[config.mk]
export PLATFORM = sky130hd
export DESIGN_NAME = adc_gate_seq_top
export DESIGN_NICKNAME = d
export VERILOG_FILES = /design/src/rtl/adc_gate_pkg.sv /design/src/rtl/adc_gate_regs.sv /design/src/rtl/adc_gate_seq.sv /design/src/rtl/adc_gate_store.sv /design/src/rtl/adc_gate_seq_top.sv
export SDC_FILE = /design/constraint.sdc
export NUM_CORES = 1
export LEC_CHECK = 0
export ABC_AREA = 1
export CORE_MARGIN = 1.5
export CORE_UTILIZATION = 40
export DETAILED_ROUTE_END_ITERATION = 8
export DONT_BUFFER_PORTS = 1
export HOLD_SLACK_MARGIN = 0.15
export SKIP_CTS_REPAIR_TIMING = 1
export SYNTH_ARGS = -nofsm -noshare
export SYNTH_HDL_FRONTEND = slang
export SYNTH_SLANG_ARGS = --single-unit
[constraint.sdc]
create_clock -name clk -period 2.15 [get_ports clk]
set_input_delay 0.43 -clock clk [delete_from_list [all_inputs] [get_ports clk]]
set_output_delay 0.43 -clock clk [all_outputs]
set_load 0.01 [all_outputs]
[src/rtl/adc_gate_pkg.sv]
package adc_gate_pkg;
  typedef enum logic {SEQ_IDLE = 1'b0, SEQ_BUSY = 1'b1} seq_state_t;
  localparam int CTRL_RUN   = 0;
  localparam int CTRL_CMP   = 1;
  localparam int CTRL_BELOW = 2;
  localparam int CTRL_CHAN  = 4;
  localparam int ADDR_CTRL  = 0;
  localparam int ADDR_THR   = 1;
endpackage

[src/rtl/adc_gate_regs.sv]
module adc_gate_regs
  import adc_gate_pkg::*;
#(
  parameter int CH_W   = 3,
  parameter int THR_W  = 8,
  parameter int DATA_W = 16,
  parameter int ADDR_W = CH_W + 1
) (
  input  logic              clk,
  input  logic              rst,
  input  logic              we,
  input  logic [ADDR_W-1:0] addr,
  input  logic [DATA_W-1:0] wdata,
  output logic              run_en,
  output logic              cmp_en,
  output logic              cmp_below,
  output logic [CH_W-1:0]   sel_chan,
  output logic [THR_W-1:0]  thr
);
  always_ff @(posedge clk) begin
    if (rst) begin
      run_en    <= 1'b0;
      cmp_en    <= 1'b0;
      cmp_below <= 1'b0;
      sel_chan  <= '0;
      thr       <= '0;
    end else if (we) begin
      if (addr == ADDR_W'(ADDR_CTRL)) begin
        run_en    <= wdata[CTRL_RUN];
        cmp_en    <= wdata[CTRL_CMP];
        cmp_below <= wdata[CTRL_BELOW];
        sel_chan  <= wdata[CTRL_CHAN +: CH_W];
      end else if (addr == ADDR_W'(ADDR_THR)) begin
        thr <= wdata[THR_W-1:0];
      end
    end
  end
endmodule

[src/rtl/adc_gate_seq.sv]
module adc_gate_seq
  import adc_gate_pkg::*;
#(
  parameter int CH_W = 3
) (
  input  logic            clk,
  input  logic            rst,
  input  logic            run_en,
  input  logic [CH_W-1:0] sel_chan,
  input  logic            conv_done,
  output logic            conv_start,
  output logic [CH_W-1:0] conv_chan,
  output logic            accept
);
  seq_state_t state;

  assign accept = conv_done && (state == SEQ_BUSY);

  always_ff @(posedge clk) begin
    if (rst) begin
      state      <= SEQ_IDLE;
      conv_start <= 1'b0;
      conv_chan  <= '0;
    end else begin
      conv_start <= 1'b0;
      case (state)
        SEQ_IDLE: begin
          if (run_en) begin
            conv_start <= 1'b1;
            conv_chan  <= sel_chan;
            state      <= SEQ_BUSY;
          end
        end
        default: begin
          if (conv_done) begin
            if (run_en) begin
              conv_start <= 1'b1;
              conv_chan  <= sel_chan;
            end else begin
              state <= SEQ_IDLE;
            end
          end
        end
      endcase
    end
  end

  AST_START_NEEDS_RUN: assert property (@(posedge clk) disable iff (rst)
    conv_start |-> $past(run_en));
  AST_RESTART: assert property (@(posedge clk) disable iff (rst)
    (accept && run_en) |=> conv_start);
  AST_HALT: assert property (@(posedge clk) disable iff (rst)
    (accept && !run_en) |=> !conv_start);
  AST_CHAN_HOLD: assert property (@(posedge clk) disable iff (rst)
    (state == SEQ_BUSY && !conv_done) |=> $stable(conv_chan));
  AST_STRAY_DONE: assert property (@(posedge clk) disable iff (rst)
    (state == SEQ_IDLE && !run_en) |=> !conv_start);
endmodule

[src/rtl/adc_gate_store.sv]
module adc_gate_store
  import adc_gate_pkg::*;
#(
  parameter int NUM_CH = 8,
  parameter int RES_W  = 10,
  parameter int THR_W  = 8,
  parameter int DATA_W = 16,
  parameter int CH_W   = $clog2(NUM_CH),
  parameter int ADDR_W = CH_W + 1
) (
  input  logic              clk,
  input  logic              rst,
  input  logic              accept,
  input  logic [CH_W-1:0]   wr_chan,
  input  logic [RES_W-1:0]  conv_result,
  input  logic              run_en,
  input  logic              cmp_en,
  input  logic              cmp_below,
  input  logic [CH_W-1:0]   sel_chan,
  input  logic [THR_W-1:0]  thr,
  input  logic [ADDR_W-1:0] rd_addr,
  output logic              irq,
  output logic [DATA_W-1:0] rdata
);
  logic [RES_W-1:0]  res_mem [NUM_CH];
  logic [THR_W-1:0]  upper;
  logic              hit;
  logic              fire;
  logic [DATA_W-1:0] ctrl_word;

  assign upper = conv_result[RES_W-1 -: THR_W];
  assign hit   = cmp_below ? (upper < thr) : (upper >= thr);
  assign fire  = accept && (!cmp_en || hit);

  always_comb begin
    ctrl_word = '0;
    ctrl_word[CTRL_RUN]           = run_en;
    ctrl_word[CTRL_CMP]           = cmp_en;
    ctrl_word[CTRL_BELOW]         = cmp_below;
    ctrl_word[CTRL_CHAN +: CH_W]  = sel_chan;
  end

  always_ff @(posedge clk) begin
    if (rst) begin
      for (int i = 0; i < NUM_CH; i++) res_mem[i] <= '0;
    end else if (accept) begin
      res_mem[wr_chan] <= conv_result;
    end
  end

  always_ff @(posedge clk) begin
    if (rst) begin
      irq   <= 1'b0;
      rdata <= '0;
    end else begin
      irq <= fire;
      if (rd_addr[ADDR_W-1])
        rdata <= DATA_W'(res_mem[rd_addr[CH_W-1:0]]);
      else if (rd_addr == ADDR_W'(ADDR_CTRL))
        rdata <= ctrl_word;
      else if (rd_addr == ADDR_W'(ADDR_THR))
        rdata <= DATA_W'(thr);
      else
        rdata <= '0;
    end
  end

  AST_STORE: assert property (@(posedge clk) disable iff (rst)
    accept |=> (res_mem[$past(wr_chan)] == $past(conv_result)));
  AST_IRQ_PLAIN: assert property (@(posedge clk) disable iff (rst)
    (accept && !cmp_en) |=> irq);
  AST_IRQ_NEEDS_DONE: assert property (@(posedge clk) disable iff (rst)
    !accept |=> !irq);
  AST_IRQ_ABOVE: assert property (@(posedge clk) disable iff (rst)
    (accept && cmp_en && !cmp_below) |=> (irq == ($past(upper) >= $past(thr))));
  AST_IRQ_BELOW: assert property (@(posedge clk) disable iff (rst)
    (accept && cmp_en && cmp_below) |=> (irq == ($past(upper) < $past(thr))));
endmodule

[src/rtl/adc_gate_seq_top.sv]
module adc_gate_seq_top
  import adc_gate_pkg::*;
#(
  parameter int NUM_CH = 8,
  parameter int RES_W  = 10,
  parameter int THR_W  = 8,
  parameter int DATA_W = 16,
  parameter int CH_W   = $clog2(NUM_CH),
  parameter int ADDR_W = CH_W + 1
) (
  input  logic              clk,
  input  logic              rst,
  input  logic              reg_we,
  input  logic [ADDR_W-1:0] reg_addr,
  input  logic [DATA_W-1:0] reg_wdata,
  output logic [DATA_W-1:0] reg_rdata,
  input  logic              conv_done,
  input  logic [RES_W-1:0]  conv_result,
  output logic              conv_start,
  output logic [CH_W-1:0]   conv_chan,
  output logic              irq
);
  logic             run_en, cmp_en, cmp_below, accept;
  logic [CH_W-1:0]  sel_chan;
  logic [THR_W-1:0] thr;

  adc_gate_regs #(.CH_W(CH_W), .THR_W(THR_W), .DATA_W(DATA_W), .ADDR_W(ADDR_W)) u_regs (
    .clk(clk), .rst(rst), .we(reg_we), .addr(reg_addr), .wdata(reg_wdata),
    .run_en(run_en), .cmp_en(cmp_en), .cmp_below(cmp_below),
    .sel_chan(sel_chan), .thr(thr)
  );

  adc_gate_seq #(.CH_W(CH_W)) u_seq (
    .clk(clk), .rst(rst), .run_en(run_en), .sel_chan(sel_chan),
    .conv_done(conv_done), .conv_start(conv_start), .conv_chan(conv_chan),
    .accept(accept)
  );

  adc_gate_store #(.NUM_CH(NUM_CH), .RES_W(RES_W), .THR_W(THR_W), .DATA_W(DATA_W),
                   .CH_W(CH_W), .ADDR_W(ADDR_W)) u_store (
    .clk(clk), .rst(rst), .accept(accept), .wr_chan(conv_chan),
    .conv_result(conv_result), .run_en(run_en), .cmp_en(cmp_en),
    .cmp_below(cmp_below), .sel_chan(sel_chan), .thr(thr),
    .rd_addr(reg_addr), .irq(irq), .rdata(reg_rdata)
  );
endmodule

==> impl_metrics.ini, run 1 <==
[timing]
max-slew-margin-rel_pct = 64.6
finalSetupViolCount = 0
min_period_over_period_pct = 82.2
fmax_ghz = 0.566
rsz0062_at_grt = false
maxSlewViolCount = 0
skew_ns = 0.00827
final.setup.tns_ns = 0
worst_pin_slew_ns = 0.529
finalHoldViolations = 0
layout_min_cycle_time_ns = 1.77

[detailed_routing]
vias = 3394
drc = 0
routed_wl_microns = 11500
postRouteAntennaNets = 0
drt_first_pass_iters = 5
drtIter0Drc = 291
avgViaCountPerCell = 5.27
route.detailed.wl_per_inst_microns = 17.9

[layout]
seq_area_sq_mm = 0.00300
fill_cells = 1099
finalNetCount = 538
fin_area_sq_mm = 0.00520
layout.cells.non_filler = 644
drive_above_1_share_pct = 6.59
multi_input_area_sq_mm = 0.00150
antenna_cells = 0
syn2layout_area_growth_pct = 8.53

[worst_setup_path]
crit_top_cell = nand2_1
arrival_ns = 1.75
cp_cell_sequence = nand3_1 -> nor2_1 -> nand2_1 -> nand2_1
startpoint_type = register
crit_buf_inv = 0
slowest_delay_ns = 0.43
cp_slowest_cell = nand2_1
crit_path_end_kind = register
cp.required_ns = 2.13
path_max_fanout = 10
path_class = reg2reg
crit_family = simple AND/OR/NAND/NOR gates

[yosys]
netlist_area_sq_mm = 0.00479
synth_cells = 497
ys_ff_latch = 110
yosysUniqueCellTypes = 25
yosysSeqAreaShare_pct = 62.6
ys_warn_count = 0
avgSynthCellArea_sq_um = 9.65
yosys.area.top_type = edfxtp_1
synth_top_cell_area_share_pct = 50.1
synth_area_leaders = edfxtp_1 (50%), dfxtp_1 (13%), nor2_1 (9.6%)

[die]
die_h_microns = 112
ios = 55
num_rows = 39
dieArea_sq_mm = 0.0127
dieWidth_microns = 112
start_util_pct = 41.5
fp.coreArea_sq_mm = 0.0116

[global_route]
grt_max_degree = 32
grt.total_usage_pct = 19.1
grt_first_pass_wirelength_microns = 18200
grt_overflow = 0
antenna_found_initial = 0
grt_pass1_vias = 3354

[pwr]
power.density_mw_per_mm2 = 805
finalPower_mw = 4.19
ir_drop_mv = 0.433
leakage_nw = 1.99

[place]
gp_congestion = 0.850
post_dp_cell_area_sq_mm = 0.00492
place_inst = 627
post-dp-hpwl_microns = 7990
numPortBuffers = 0

[min_path]
min_path_type = in2reg

[clock_network]
clockBufferDepth = 2
ctsHtreeMaxLevel = 3
clock_latency_ns = 0.35
cts_buffers = 9
root_buffer = clkbuf_16
clock-sinks = 110
clkTransAtPathRegs_ns = 0.07
cts_tree = yes

[status]
status = complete, no violations

[flow_run]
maxCapViolations = 0
==> sequential cells by signal, indices dropped and copies added, names as in the netlist, 3 cells and up <==
name,count
u_regs.sel_chan,3
u_regs.thr,8
u_store.rdata,10
u_seq.conv_chan,3
u_store.res_mem,80
==> routing by layer <==
metal / share of wire (%) / track usage, % / vias to the layer above / wire length (microns)
met2: 45 / 29.4 / 98 / 5220
met5: 0 / 0 / - / 0
met4: 1.8 / 6.92 / 0 / 208
met3: 6.5 / 4.70 / 18 / 753
met1: 46 / 26.3 / 1612 / 5330
li1: - / - / 1666 / -
==> where the power goes <==
| part | switching, mW | internal [mW] |
|---|---|---|
| logic | 0.192 | 0.0702 |
| clock network | 0.764 | 0.796 |
| registers | 0.0289 | 2.34 |
==> worst paths after layout <==
kind / start / to / slack [ns] / cells after the start
max reg2reg: u_seq.state / u_store.res_mem[4][6] / 0.38 / 4
min reg2reg: u_regs.cmp_en / u_regs.cmp_en / 0.48 / 2
min: rst / u_store.rdata[7] / 0.17 / 1
max: u_seq.state / u_store.res_mem[4][6] / 0.38 / 4
==> cell families (layout without fill, tap and decap cells) <==
logic type | after synthesis | count (layout) | synth area share (%)
flops | 110 | 110 | 62.6
compound gates | 108 | 108 | 12.2
buf+inv | 69 | 68 | 6.50
simple gates | 201 | 201 | 16.5
other cells | 1 | 6 | 0.0782
fa+ha+maj | 8 | 8 | 2.09
==> Yosys cell counts (all sizes together) <==
master	number
a21o	1
a21oi	41
a221oi	2
buf	25
clkbuf	5
clkinv	2
conb	1
dfxtp	30
edfxtp	80
ha	8
inv	37
nand2	62
nand3	11
nand4	4
nor2	124
o211ai	10
o21ai	48
o22ai	6
==> per-stage QoR <==
stage	util (%)	worst slack, ns	hold WS [ns]
floorplan	-	0.518	0.437
detailed placement	42.5	0.274	0.460
finish	45.0	0.383	0.170
CTS	44.9	0.419	0.144
global placement	42.5	0.293	0.462
global route	45.0	0.290	0.155
==> area by class of cell <==
class                      count  share of cell area (%)
sequential                   110                    57.7
clock inverter                 6                   0.914
multi-input combinational    323                    28.8
clock buffer                  10                    4.40
timing repair buffer          13                    1.92
inverter                      39                    2.81
tap                          143                    3.44
==> layout by cell type, fill, tap and decap left out <==
cell type,instances
ha_1,8
inv_1,34
clkinvlp_4,2
nor2_2,1
nor2_1,122
o21ai_0,42
a21o_1,1
a221oi_1,2
inv_8,1
nand3_1,11
clkbuf_16,9
inv_2,3
o22ai_1,6
nor2_4,1
nand4_1,4
nand2_2,2
o21ai_1,6
nand2_1,60
dfxtp_1,30
o211ai_1,10
a21oi_1,41
conb_1,6
edfxtp_1,80
clkinv_4,2
clkbuf_1,1
buf_4,12
clkinv_1,3
dlygate4sd3_1,1
No activity file was read; power rests on OpenSTA's default activity.
==> inputs of run 2 (changes only) <==
--- a/config.mk
+++ b/config.mk
@@ -5,7 +5,7 @@
 export SDC_FILE = /design/constraint.sdc
 export NUM_CORES = 1
 export LEC_CHECK = 0
-export ABC_AREA = 1
+export ABC_AREA = 0
 export CORE_MARGIN = 1.5
 export CORE_UTILIZATION = 40
 export DETAILED_ROUTE_END_ITERATION = 8
==> constraint.sdc (replaced) <==
create_clock -name clk -period 1.8 [get_ports clk]
set_input_delay 0.36 -clock clk [delete_from_list [all_inputs] [get_ports clk]]
set_output_delay 0.36 -clock clk [all_outputs]
set_load 0.01 [all_outputs]
==> impl_metrics.ini, run 2 <==
[yosys]
synth_area_leaders = edfxtp_1 (47%), dfxtp_1 (12%), mux4_1 (9.3%)
ys_top_cells_by_count = edfxtp_1 (80), and2_1 (73), nor2_1 (35), dfxtp_1 (30), mux2i_1 (29)
yosysMostFrequentCell = edfxtp_1
synth_edf_count = 80
synth_top_cell_area_share_pct = 47.1
ys_warn_count = 0
avgSynthCellArea_sq_um = 13.5
netlist_area_sq_mm = 0.00510
synth_ff_type = edfxtp_1
synth_cells = 377
yosysSeqAreaShare_pct = 58.9
yosys.area.top_type = edfxtp_1
ys_ff_latch = 110
yosysUniqueCellTypes = 35
async_reset_ff_share_pct = 0

[detailed_routing]
postRouteAntennaNets = 0
drc = 0
route.detailed.wl_per_inst_microns = 19.4
vias = 2861
routed_wl_microns = 11000
drt_first_pass_iters = 4
drtIter0Drc = 172
avgViaCountPerCell = 5.07

[global_route]
use_met3_pct = 3.24
met1_usage_pct = 23.3
gr-usage-met2_pct = 27.1
grt_first_pass_wirelength_microns = 16400
antenna_found_initial = 0
grt.total_usage_pct = 17.3
top_usage_layer = met2
grt_max_degree = 38
grt_pass1_vias = 2862
grt_overflow = 0

[die]
fp.coreArea_sq_mm = 0.0125
num_rows = 41
die_h_microns = 116
start_util_pct = 40.7
dieArea_sq_mm = 0.0134
ios = 55
dieWidth_microns = 116

[place]
place_inst = 547
numPortBuffers = 0
gp_congestion = 0.801
post-dp-hpwl_microns = 7200
post_dp_cell_area_sq_mm = 0.00532
dp_slack_ns = 0.0526

[layout]
utilization_pct = 45.2
drive_above_1_share_pct = 13.3
fin_area_sq_mm = 0.00566
antenna_cells = 0
layout_common_cells = edfxtp_1 (80), and2_1 (73), nor2_1 (35)
final_common_cell = edfxtp_1
largest_register_ffs = 80
reg_top3 = u_store.res_mem x80, u_store.rdata x10, u_regs.thr x8
syn2layout_area_growth_pct = 11.0
finalNetCount = 429
layout.cells.non_filler = 564
fill_cells = 1163
regMostFlops = u_store.res_mem

[worst_setup_path]
r2r_cells = 4
crit_buf_inv = 0
regToRegStartpoint = u_seq.state
slowest_delay_ns = 0.49
crit_cells = 4
r2r-end = u_store.res_mem[4][5]
cp.required_ns = 1.83
r2r_slack_ns = 0.11
path_max_fanout = 10
arrival_ns = 1.72
cp_slowest_cell = or3_1
critPathLaunch = u_seq.state
cp-endpoint = u_store.res_mem[4][5]
crit_family = simple AND/OR/NAND/NOR gates
startpoint_type = register
crit_path_end_kind = register
path_class = reg2reg
cp_cell_sequence = nand2_1 -> or3_1 -> nor2_2 -> or2_2

[clock_network]
clockBufferDepth = 2
clock-sinks = 110
cts_buffers = 9
cts_tree = yes
ctsHtreeMaxLevel = 3
clock_latency_ns = 0.35
clkTransAtPathRegs_ns = 0.07
root_buffer = clkbuf_16

[timing]
finalHoldViolations = 0
max-slew-margin-rel_pct = 43.8
worst_pin_slew_ns = 0.840
min_period_over_period_pct = 94.0
fin_ws_ns = 0.108
skew_ns = 0.00779
fin_hold_ws_ns = 0.159
rsz0062_at_grt = false
finalSetupViolCount = 0
maxSlewViolCount = 0
layout_min_cycle_time_ns = 1.69
fmax_ghz = 0.591
final.setup.tns_ns = 0

[min_path]
min_path_type = in2reg

[pwr]
comb_power_share_pct = 4.7
p_int_mw = 4.08
ir_drop_mv = 0.362
p_clk_share_pct = 40.5
swShare_pct = 20.2
leakage_nw = 2.24
finalPower_mw = 5.12
power.density_mw_per_mm2 = 904
p_sw_mw = 1.04
seq_power_share_pct = 54.8

[status]
status = complete, no violations

[flow_run]
maxCapViolations = 0
run 2: cell types whose count changed in the layout (fill, tap and decap cells not counted), sizes merged, moves of 10 or more:
cell / previous run / this run
a21oi: 41 / 9
nand2: 62 / 7
mux2i: 0 / 29
and2: 0 / 73
nand3: 11 / 1
nor2: 124 / 38
o211ai: 10 / 0
nor3: 0 / 14
mux4: 0 / 20
o21ai: 48 / 7
inv: 38 / 14
run 2: worst reg2reg max path, stage by stage (launching register included):
cell and delay, ns:
dfxtp_1 0.35, nand2_1 0.07, or3_1 0.49, nor2_2 0.18, or2_2 0.28
run 2: kinds of logic (layout without fill, tap and decap cells):
logic type      Yosys count  in the layout  synth area share, %
simple gates            151            151                 16.5
flops                   110            110                 58.9
mux                      55             55                 17.2
buf+inv                  33             43                 3.26
compound gates           19             19                 2.06
fa+ha+maj                 8              8                 1.96
other cells               1              6               0.0736
run 2: power by group through the flow:
stage	sequential, mW	combinational (mW)	clock (mW)
2_1_floorplan	2.85	0.222	0
3_3_place_gp	2.86	0.227	0
3_5_place_dp	2.86	0.230	0
4_1_cts	2.81	0.231	2.11
5_1_grt	2.81	0.263	2.21
6_report	2.81	0.240	2.07
run 2: routing by layer:
metal,wire length (microns),part of all wire [%],up-vias
met1,5030,46,1432
met3,327,3.0,14
li1,-,-,1377
met4,257,2.3,0
met2,5340,49,38
met5,0,0,-
run 2: layout make-up:
class / count / area [sq um] / area share (%)
Multi-Input combinational cell: 239 / 1970 / 34.8
Clock inverter: 2 / 10.0 / 0.177
Tap cell: 172 / 215 / 3.80
Sequential cell: 110 / 3000 / 53.1
Timing Repair Buffer: 14 / 108 / 1.90
Clock buffer: 14 / 307 / 5.42
Inverter: 13 / 48.8 / 0.862
run 2: worst min-delay path by stage:
stage	from	endpoint	slack, ns	depth (start not counted)
CTS	rst	u_regs.thr[2]	0.06	1
floorplan	u_regs.thr[3]	u_store.rdata[3]	0.45	2
detailed placement	rst	u_regs.thr[3]	0.44	1
global placement	rst	u_regs.thr[6]	0.44	1
finish	reg_wdata[1]	u_regs.cmp_en	0.16	2
global route	reg_wdata[1]	u_regs.cmp_en	0.16	2
